`src/rtl/clpg_pkg.sv`:
```
package clpg_pkg;
  typedef enum logic {
    STD_NTSC = 1'b0,
    STD_PAL  = 1'b1
  } vid_std_e;

  localparam int NTSC_LINE_DEF  = 910;
  localparam int PAL_LINE_DEF   = 1136;
  localparam int NTSC_WOPEN_DEF = 867;
  localparam int PAL_WOPEN_DEF  = 1075;
  localparam int NTSC_WLEN_DEF  = 43;
  localparam int PAL_WLEN_DEF   = 61;
  localparam int TIP_CHECK_DEF  = 58;
  localparam int CLAMP_DLY_DEF  = 6;
  localparam int NTSC_CLW_DEF   = 54;
  localparam int PAL_CLW_DEF    = 84;
  localparam int NTSC_FLY_DEF   = 76;
  localparam int PAL_FLY_DEF    = 93;

  function automatic int max_of(input int a, input int b);
    return (a > b) ? a : b;
  endfunction
endpackage

```
`src/rtl/clpg_edge_sync.sv`:
```
module clpg_edge_sync #(
  parameter int STAGES = 2
) (
  input  logic clk,
  input  logic rst_n,
  input  logic din,
  output logic level,
  output logic fall,
  output logic rise
);
  // STAGES synchronizer flops plus one history flop for edge detection
  logic [STAGES:0] pipe;

  always_ff @(posedge clk) begin
    if (!rst_n) pipe <= '0;
    else        pipe <= {pipe[STAGES-1:0], din};
  end

  assign level = pipe[STAGES-1];
  assign fall  = pipe[STAGES] & ~pipe[STAGES-1];
  assign rise  = ~pipe[STAGES] & pipe[STAGES-1];
endmodule

```
`src/rtl/clpg_line_timer.sv`:
```
module clpg_line_timer #(
  parameter int N_LINE   = 910,
  parameter int P_LINE   = 1136,
  parameter int N_WOPEN  = 867,
  parameter int P_WOPEN  = 1075,
  parameter int N_WLEN   = 43,
  parameter int P_WLEN   = 61,
  parameter int TIP_CHK  = 58,
  parameter int N_FLY    = 76,
  parameter int P_FLY    = 93,
  parameter int CW       = 11
) (
  input  logic clk,
  input  logic rst_n,
  input  logic run,
  input  logic pal,
  input  logic level,
  input  logic fall,
  input  logic rise,
  output logic win_open,
  output logic tip_wait,
  output logic fire,
  output logic fire_delayed
);
  localparam logic [CW-1:0] N_LAST = CW'(N_LINE - 1);
  localparam logic [CW-1:0] P_LAST = CW'(P_LINE - 1);
  localparam logic [CW-1:0] N_WLO  = CW'(N_WOPEN);
  localparam logic [CW-1:0] P_WLO  = CW'(P_WOPEN);
  localparam logic [CW-1:0] N_WHI  = CW'(N_WOPEN + N_WLEN - 1);
  localparam logic [CW-1:0] P_WHI  = CW'(P_WOPEN + P_WLEN - 1);
  localparam logic [CW-1:0] N_FAT  = CW'(N_FLY - 1);
  localparam logic [CW-1:0] P_FAT  = CW'(P_FLY - 1);
  localparam logic [CW-1:0] CHK_AT = CW'(TIP_CHK - 1);

  logic [CW-1:0] cnt;
  logic          locked;
  logic          gate_act;
  logic          tip_ok;
  logic          served;

  logic [CW-1:0] last_c, wlo_c, whi_c, fat_c;
  logic          accept, wrap, fly_hit, rise_hit;

  always_comb begin
    last_c   = pal ? P_LAST : N_LAST;
    wlo_c    = pal ? P_WLO  : N_WLO;
    whi_c    = pal ? P_WHI  : N_WHI;
    fat_c    = pal ? P_FAT  : N_FAT;
    win_open = locked && (cnt >= wlo_c) && (cnt <= whi_c);
    accept   = fall && (!locked || win_open);
    wrap     = locked && (cnt >= last_c);
    rise_hit = rise && tip_ok && !accept;
    fly_hit  = locked && !accept && !tip_ok && !served && (cnt == fat_c);
  end

  always_ff @(posedge clk) begin
    if (!rst_n || !run) begin
      cnt      <= '0;
      locked   <= 1'b0;
      gate_act <= 1'b0;
      tip_ok   <= 1'b0;
      served   <= 1'b0;
    end else if (accept) begin
      cnt      <= '0;
      locked   <= 1'b1;
      gate_act <= 1'b1;
      tip_ok   <= 1'b0;
      served   <= 1'b0;
    end else begin
      if (locked) cnt <= wrap ? '0 : cnt + 1'b1;
      if (wrap) begin
        tip_ok <= 1'b0;
        served <= 1'b0;
      end
      if (gate_act && cnt == CHK_AT) begin
        gate_act <= 1'b0;
        tip_ok   <= ~level;
      end
      if (rise_hit) begin
        tip_ok <= 1'b0;
        served <= 1'b1;
      end
      if (fly_hit) served <= 1'b1;
    end
  end

  assign tip_wait     = gate_act;
  assign fire         = rise_hit | fly_hit;
  assign fire_delayed = rise_hit;
endmodule

```
`src/rtl/clpg_pulse_shaper.sv`:
```
module clpg_pulse_shaper #(
  parameter int DELAY = 6,
  parameter int N_W   = 54,
  parameter int P_W   = 84,
  parameter int SW    = 7
) (
  input  logic clk,
  input  logic rst_n,
  input  logic run,
  input  logic pal,
  input  logic fire,
  input  logic use_delay,
  output logic pulse
);
  localparam logic [SW-1:0] D_SYNC = SW'(DELAY);
  localparam logic [SW-1:0] W_NTSC = SW'(N_W);
  localparam logic [SW-1:0] W_PAL  = SW'(P_W);

  logic [SW-1:0] ph;
  logic          dsel;
  logic [SW-1:0] d_cur, lim;

  always_comb begin
    d_cur = dsel ? D_SYNC : '0;
    lim   = d_cur + (pal ? W_PAL : W_NTSC);
    pulse = (ph > d_cur) && (ph <= lim);
  end

  always_ff @(posedge clk) begin
    if (!rst_n || !run) begin
      ph   <= '0;
      dsel <= 1'b0;
    end else if (fire) begin
      ph   <= SW'(1);
      dsel <= use_delay;
    end else if (ph != '0) begin
      ph <= (ph >= lim) ? '0 : ph + 1'b1;
    end
  end
endmodule

```
`src/rtl/clamp_pulse_gen.sv`:
```
module clamp_pulse_gen
  import clpg_pkg::*;
#(
  parameter int N_LINE    = NTSC_LINE_DEF,
  parameter int P_LINE    = PAL_LINE_DEF,
  parameter int N_WOPEN   = NTSC_WOPEN_DEF,
  parameter int P_WOPEN   = PAL_WOPEN_DEF,
  parameter int N_WLEN    = NTSC_WLEN_DEF,
  parameter int P_WLEN    = PAL_WLEN_DEF,
  parameter int TIP_CHK   = TIP_CHECK_DEF,
  parameter int CLAMP_DLY = CLAMP_DLY_DEF,
  parameter int N_CLW     = NTSC_CLW_DEF,
  parameter int P_CLW     = PAL_CLW_DEF,
  parameter int N_FLY     = NTSC_FLY_DEF,
  parameter int P_FLY     = PAL_FLY_DEF,
  parameter int SYNC_FF   = 2
) (
  input  logic clk,
  input  logic rst_n,
  input  logic csync_in,
  input  logic clamp_int_en,
  input  logic std_pal,
  output logic clamp_out,
  output logic fall_gate,
  output logic rise_gate
);
  localparam int CW = $clog2(max_of(N_LINE, P_LINE) + 1);
  localparam int SW = $clog2(CLAMP_DLY + max_of(N_CLW, P_CLW) + 2);

  vid_std_e std;
  logic     pal;
  logic     s_lvl, s_fall, s_rise;
  logic     win_open, tip_wait, fire, fire_delayed, shaped;

  assign std = vid_std_e'(std_pal);
  assign pal = (std == STD_PAL);

  clpg_edge_sync #(.STAGES(SYNC_FF)) u_sync (
    .clk   (clk),
    .rst_n (rst_n),
    .din   (csync_in),
    .level (s_lvl),
    .fall  (s_fall),
    .rise  (s_rise)
  );

  clpg_line_timer #(
    .N_LINE (N_LINE),  .P_LINE (P_LINE),
    .N_WOPEN(N_WOPEN), .P_WOPEN(P_WOPEN),
    .N_WLEN (N_WLEN),  .P_WLEN (P_WLEN),
    .TIP_CHK(TIP_CHK),
    .N_FLY  (N_FLY),   .P_FLY  (P_FLY),
    .CW     (CW)
  ) u_timer (
    .clk          (clk),
    .rst_n        (rst_n),
    .run          (clamp_int_en),
    .pal          (pal),
    .level        (s_lvl),
    .fall         (s_fall),
    .rise         (s_rise),
    .win_open     (win_open),
    .tip_wait     (tip_wait),
    .fire         (fire),
    .fire_delayed (fire_delayed)
  );

  clpg_pulse_shaper #(
    .DELAY (CLAMP_DLY),
    .N_W   (N_CLW),
    .P_W   (P_CLW),
    .SW    (SW)
  ) u_shape (
    .clk       (clk),
    .rst_n     (rst_n),
    .run       (clamp_int_en),
    .pal       (pal),
    .fire      (fire),
    .use_delay (fire_delayed),
    .pulse     (shaped)
  );

  assign clamp_out = clamp_int_en ? shaped : s_lvl;
  assign fall_gate = win_open;
  assign rise_gate = ~tip_wait;
endmodule

```
`config.mk`:
```
export PLATFORM = sky130hd
export DESIGN_NAME = clamp_pulse_gen
export DESIGN_NICKNAME = d
export VERILOG_FILES = /design/src/rtl/clpg_pkg.sv /design/src/rtl/clpg_edge_sync.sv /design/src/rtl/clpg_line_timer.sv /design/src/rtl/clpg_pulse_shaper.sv /design/src/rtl/clamp_pulse_gen.sv
export SDC_FILE = /design/constraint.sdc
export NUM_CORES = 1
export LEC_CHECK = 0
export ABC_AREA = 0
export BUFFER_PORTS_ARGS = -buffer_cell sky130_fd_sc_hd__buf_2
export CORE_UTILIZATION = 51
export DETAILED_ROUTE_END_ITERATION = 12
export PLACE_DENSITY_LB_ADDON = 0.08
export RECOVER_POWER = 50
export SLEW_MARGIN = 20
export SYNTH_ARGS = -nofsm -noshare
export SYNTH_HDL_FRONTEND = slang
export SYNTH_SLANG_ARGS = --single-unit
```
`constraint.sdc`:
```
create_clock -name clk -period 2.7 [get_ports clk]
set_input_delay 0.405 -clock clk [delete_from_list [all_inputs] [get_ports clk]]
set_output_delay 0.405 -clock clk [all_outputs]
set_load 0.03 [all_outputs]
```
==> results of run 1 <==
==> area by class of cell <==
cell class / count / area (um2) / area share, %
Multi-Input combinational cell: 166 / 1250 / 62.4
Tap cell: 46 / 57.6 / 2.87
Clock buffer: 4 / 55.1 / 2.74
Inverter: 12 / 45.0 / 2.25
Sequential cell: 26 / 522 / 26.0
Timing Repair Buffer: 13 / 73.8 / 3.68
==> layer usage <==
layer | wire length [um] | track usage [%] | vias up
met5 | 0 | 0 | -
met4 | 31 | 6.40 | 0
met3 | 146 | 4.93 | 4
met2 | 1820 | 35.1 | 28
met1 | 2130 | 32.6 | 762
li1 | - | - | 801
==> placed cells by master, fill, tap and decap left out, types with 3 or more instances in the layout <==
cell type / n
a211oi_1: 5
a21o_1: 4
a21oi_1: 13
a31oi_1: 3
and2_1: 4
and3_1: 4
buf_2: 5
buf_4: 5
clkbuf_1: 3
clkbuf_8: 4
dfxtp_1: 25
ha_1: 22
inv_1: 12
nand2_1: 14
nand3_1: 14
nand3b_1: 3
nand4_1: 3
nand4b_1: 3
nor2_1: 11
nor2b_1: 3
nor3_1: 9
nor3b_1: 3
xnor2_1: 7
xor2_1: 6
==> final timing paths <==
path / slack, ns / depth (start not counted) / end / startpoint
min reg2reg: 0.44 / 1 / u_sync.pipe[1] / u_sync.pipe[0]
max reg2reg: 0.28 / 7 / u_shape.ph[0] / u_timer.cnt[9]
max: 0.10 / 10 / clamp_out / std_pal
min: 0.33 / 2 / u_sync.pipe[0] / csync_in
==> cell usage after synthesis (all sizes together), types with 2 or more instances <==
master | instances | share of area [%]
a2111oi | 3 | 2.7
a211oi | 6 | 2.9
a21o | 5 | 2.1
a21oi | 13 | 3.5
a22oi | 2 | 0.80
a31o | 2 | 1.4
a31oi | 3 | 1.8
and2 | 4 | 1.3
and3 | 5 | 1.9
and3b | 2 | 0.93
buf | 2 | 0.86
dfxtp | 26 | 28
ha | 22 | 15
inv | 12 | 2.4
nand2 | 14 | 2.8
nand2b | 2 | 0.67
nand3 | 16 | 5.2
nand3b | 3 | 1.2
nand4 | 3 | 1.0
nand4b | 3 | 1.4
nor2 | 11 | 2.2
nor2b | 3 | 1.0
nor3 | 11 | 3.5
nor3b | 3 | 1.2
nor4 | 3 | 1.3
o22ai | 2 | 0.67
xnor2 | 7 | 3.3
xor2 | 6 | 2.8
==> kinds of logic after synthesis <==
family | count (synthesis) | share of synthesized area (%)
AOI/OAI and AO/OA | 42 | 19.7
xor gates and xnor gates | 13 | 6.05
adders and majority gates | 22 | 14.6
buffers and inverters | 14 | 3.26
DFF | 26 | 27.7
muxes | 1 | 0.599
and+or+nand+nor | 88 | 28.1
==> registers in the layout, indices dropped and copies added (netlist names) <==
| register | count |
|---|---|
| u_shape.dsel | 1 |
| u_shape.ph | 7 |
| u_sync.pipe | 3 |
| u_timer.cnt | 11 |
| u_timer.locked | 1 |
| u_timer.served | 1 |
| u_timer.tip_ok | 1 |
| u_timer.tip_wait | 1 |
==> worst reg2reg max path, stage by stage (launching register included) <==
cell and delay (ns):
dfxtp_1 0.42, ha_1 0.29, and3_4 0.19, a221oi_1 0.42
nand3_2 0.11, clkbuf_1 0.13, a31oi_1 0.58, o22ai_1 0.14
==> metrics by stage <==
stage          hold WS (ns)  area [um2]  setup TNS, ns
3_3_place_gp          0.423        2000              0
2_1_floorplan         0.412        1880              0
4_1_cts               0.326        2060              0
5_1_grt               0.327        2010       -0.00751
3_5_place_dp          0.418        2000              0
6_report              0.331        2010              0
==> power breakdown <==
group,leakage (nW),total (W),switching (W),internal [W]
combinational,0.555,0.0000423,0.0000273,0.0000150
sequential,0.210,0.000388,0.00000250,0.000385
clock,0.0288,0.000250,0.000120,0.000131
==> metrics, run 1 <==
status finished clean; Setup CP Type primary input to output port; CTS tree yes; clk slew on worst S/H paths 0.09 ns; cell count after synthesis 206; number of synthesized register bits 26; clk_lat worst skew 0.27 ns; DRT iter0 DRCs 87; Final Util 58.3%; Final Slew Violations 0; slew at the pin closest to its max-slew limit 0.732 ns; Avg Inst Size Synth 9.13 um2; routed vias/inst 5.97; fillers 319; required time worst endpoint 2.30 ns; CP bufs+invs 3; clk_skew 0.00440 ns; Top FF cell, synth dfxtp_1; Pleak 0.794 nW; Ys Warns 0; CTS H-tree lvls 1; RePlAce Congestion 0.849; Die H 62.7 um; largest net degree at the start of global routing 15; CTS resizes 0; fmax 385 MHz; number of port buffers 7; drt first pass iters 4; GRT Overall Usage 23.1%; Mapped Area 1880 um2; Sink Count 26; Die Wd 62.7 um; area delta synth->final 6.65%; Arrival @ worst endpoint 2.19 ns; PD cells 339 nW/um2; slowest CP cell or2_2; Final Hold Viols 0; # Post-CTS Setup Buffers 0; min cycle time layout 2.60 ns; initial antenna violation count 0; worst path cell trace buf_2 > inv_1 > ha_1 > nor2_1 > ha_1 > nand4_1 > or2_2 > a22oi_1 > mux2_2 > buf_2; Post-Syn Nets 233; Starting Density 54.6%; final setup margin 0.100 ns; global-route wire length before repair 7130 um; TritonCTS buffer count 3; # nets final 249; DP Worst Slack 0.111 ns; Async S/R FF share, synth 0%; Die ar. 3930 um2; family with the most delay on the worst path buffers and inverters; largest stage delay on the critical path 0.32 ns; total power 0.000680 W; via count 1,595; Final HPWL DP 3220 um; element type at the critical path end output port; maximum VDD drop 0.298 mV; Max FO, Critical Path 7; remaining routing DRC violations 0; ratio of cells with drive above 1 in the final layout 12.7%; period utilization 96.3%; DRT Wirelength 4120 um; number of synthesized flops with an enable pin 0; Inst Count DP 263; RSZ-0062 raised after global routing yes; core area 3440 um2; Final Setup Violations 0; hold_buf cts 0; global route overflow 0; # rows 21; n_diodes 0; root buffer cell clkbuf_8; Worst slew margin 51.0%; wire length per cell 15.4 um; Post-Layout Cell Count 267; post-synth cell types 52; register area share after synthesis 27.7%; Ports 8; max-cap viol count 0; antenna viol nets, final 0; worst hold path type primary input to register; clk buf depth 2; Startpoint Class primary input; number of global-route vias before repair 1,475
(Power assumes the default switching activity.)
==> run 2, diff against run 1 <==
Settings changed: SYNTH_HIERARCHICAL set to 1.
==> metrics, run 2 <==
status finished clean; worst hold slack 0.267 ns; Die H 61.6 um; stages on the worst setup path 9; Final Hold Viols 0; Die Wd 61.6 um; Post-Syn Nets 233; Worst slew margin 64.7%; Arrival @ worst endpoint 2.21 ns; mux share of post-synthesis cell area 1.94%; largest net degree at the start of global routing 16; CTS tree yes; global route overflow 0; XOR/XNOR share of the synthesized area 6.29%; r2r setup slk 0.23 ns; register area share after synthesis 28.8%; fillers 320; Pleak 0.836 nW; area delta synth->final 16.0%; ratio of cells with drive above 1 in the final layout 23.2%; Async S/R FF share, synth 0%; largest stage delay on the critical path 0.38 ns; worst reg2reg endpoint u_shape/ph[1]; via count 1,572; TritonCTS buffer count 3; Startpoint Class primary input; post-synth cell types 52; most used cell along the critical path buf_4; required time worst endpoint 2.30 ns; Synth Area in Compound Gates 17.4%; Avg Inst Size Synth 8.74 um2; CTS H-tree lvls 1; CP bufs+invs 3; clk_skew 0.00463 ns; Final Slew Violations 0; root buffer cell clkbuf_4; top flop regs u_timer/cnt (11), u_shape/ph (7), u_sync/pipe (3); R2R depth 11; min cycle time layout 2.62 ns; Yosys top cell area share 28.8%; Ys Warns 6; remaining routing DRC violations 0; Final HPWL DP 3040 um; element type at the critical path end output port; Biggest register u_timer/cnt; worst hold path type primary input to register; drt first pass iters 4; maximum VDD drop 0.268 mV; core area 3360 um2; Hold Path Depth 2; number of port buffers 7; most frequent cells in the layout nor2_1, nand2_1, dfxtp_1; max-cap viol count 0; slowest CP cell or3_4; routed vias/inst 5.82; wire length per cell 15.6 um; PD cells 341 nW/um2; Final Util 62.4%; fmax 382 MHz; clk slew on worst S/H paths 0.15 ns; DRT Wirelength 4210 um; period utilization 97.0%; cell count after synthesis 207; Die ar. 3790 um2; antenna viol nets, final 0; worst path cell trace buf_4 > clkinvlp_4 > ha_4 > nand4b_1 > or3_4 > mux2i_4 > nor2_1 > a211oi_2 > buf_4; family with the most delay on the worst path simple AND/OR/NAND/NOR gates; number of global-route vias before repair 1,481; initial antenna violation count 0; clk buf depth 2; Ports 8; global-route wire length before repair 6600 um; Sink Count 26; max reg flops 11; synth cell count leaders dfxtp_1, nor2_1, nand2_1, ha_1, inv_1; commonest non-fill, non-tap cell in the layout nor2_1; n_diodes 0; main combinational cell family by area after synthesis simple AND/OR/NAND/NOR gates; slew at the pin closest to its max-slew limit 0.525 ns; Final Setup Violations 0; number of synthesized flops with an enable pin 0; Max FO, Critical Path 6; Setup crit end fall_gate; GRT Overall Usage 23.4%; DRT iter0 DRCs 121; Crit. Startpoint std_pal; # rows 21; RePlAce Congestion 0.823; Top FF cell, synth dfxtp_1; Starting Density 53.8%; area leader, netlist dfxtp_1; # nets final 251; synthesized-area fraction occupied by adder cells 14.5%; number of synthesized register bits 26; clk_lat worst skew 0.34 ns; Setup CP Type primary input to output port; simple-gate share of the synthesized area 27.0%; largest cells by area after synthesis dfxtp_1, ha_1, nor2_1; Mapped Area 1810 um2; reg2reg start u_timer/cnt[1]
run 2: changes by cell type in the layout (fill, tap and decap cells not counted), moves of 4 or more:
cell	previous run	this run
nor2_1	11	25
ha_4	0	5
clkbuf_8	4	0
ha_1	22	16
nand3_1	14	3
a211oi_1	5	0
nor3_1	9	3
nand2_1	14	24
run 2: repair_timing:
action / 4_1_cts / 5_1_grt
hold buffers: 0 / 0
gates resized for setup: 3 / 20
setup endpoints to repair: 1 / 7
setup buffers: 1 / 2
pin swaps: 0 / 4
run 2: power breakdown:
group	internal, W	total (W)	switching [W]
Combinational	0.0000229	0.0000518	0.0000288
Sequential	0.000385	0.000387	0.00000194
Clock	0.000150	0.000278	0.000127
Total	0.000558	0.000716	0.000158
run 2: cell families (layout without fill, tap and decap cells):
logic type                 after synthesis  in the layout
and+or+nand+nor                         90             90
xor gates and xnor gates                13             13
DFF                                     26             26
AOI/OAI and AO/OA                       38             38
muxes                                    3              3
adders and majority gates               21             21
buffers and inverters                   16             33
run 2: worst min-delay path by stage:
stage / startpoint / end
global route: csync_in / u_sync/pipe[0]
CTS: csync_in / u_sync/pipe[0]
global placement: u_sync/pipe[0] / u_sync/pipe[1]
detailed placement: u_sync/pipe[0] / u_sync/pipe[1]
floorplan: u_sync/pipe[0] / u_sync/pipe[1]
finish: csync_in / u_sync/pipe[0]
run 2: metal layers:
layer | share of wire (%) | up-vias | global-route usage [%]
met5 | 0 | - | 0
li1 | - | 771 | -
met2 | 52 | 55 | 40.7
met4 | 2.3 | 0 | 6.98
met1 | 41 | 735 | 29.2
met3 | 4.9 | 11 | 4.62
run 2: final cells by class:
type	count	area [um2]	share of cell area (%)
Clock buffer	3	22.5	1.07
Clock inverter	1	30.0	1.43
Inverter	13	52.6	2.50
Multi-Input combinational cell	165	1310	62.6
Sequential cell	26	528	25.2
Tap cell	46	57.6	2.74
Timing Repair Buffer	16	93.8	4.47
run 2: metrics by stage:
step / setup TNS [ns] / power [W] / instance area (um2) / worst slack [ns] / cells
CTS: 0 / 0.000714 / 1990 / 0.00297 / 268
finish: 0 / 0.000716 / 2100 / 0.0812 / 270
global placement: 0 / 0.000437 / 1930 / 0.0868 / 263
floorplan: 0 / 0.000421 / 1810 / 0.264 / 207
global route: -0.00163 / 0.000743 / 2100 / -0.00163 / 270
detailed placement: -0.0239 / 0.000438 / 1930 / -0.0193 / 263
run 2: worst register-to-register path, stage by stage, from the launching register on:
cell and delay, ns:
dfxtp_1 0.43, ha_4 0.32, nand2_1 0.05, or3_4 0.41, mux2i_4 0.17, buf_4 0.13, o31ai_1 0.08, nor2_1 0.16
nor2_2 0.08, nor2_1 0.18, nand4_2 0.22, o22ai_2 0.19
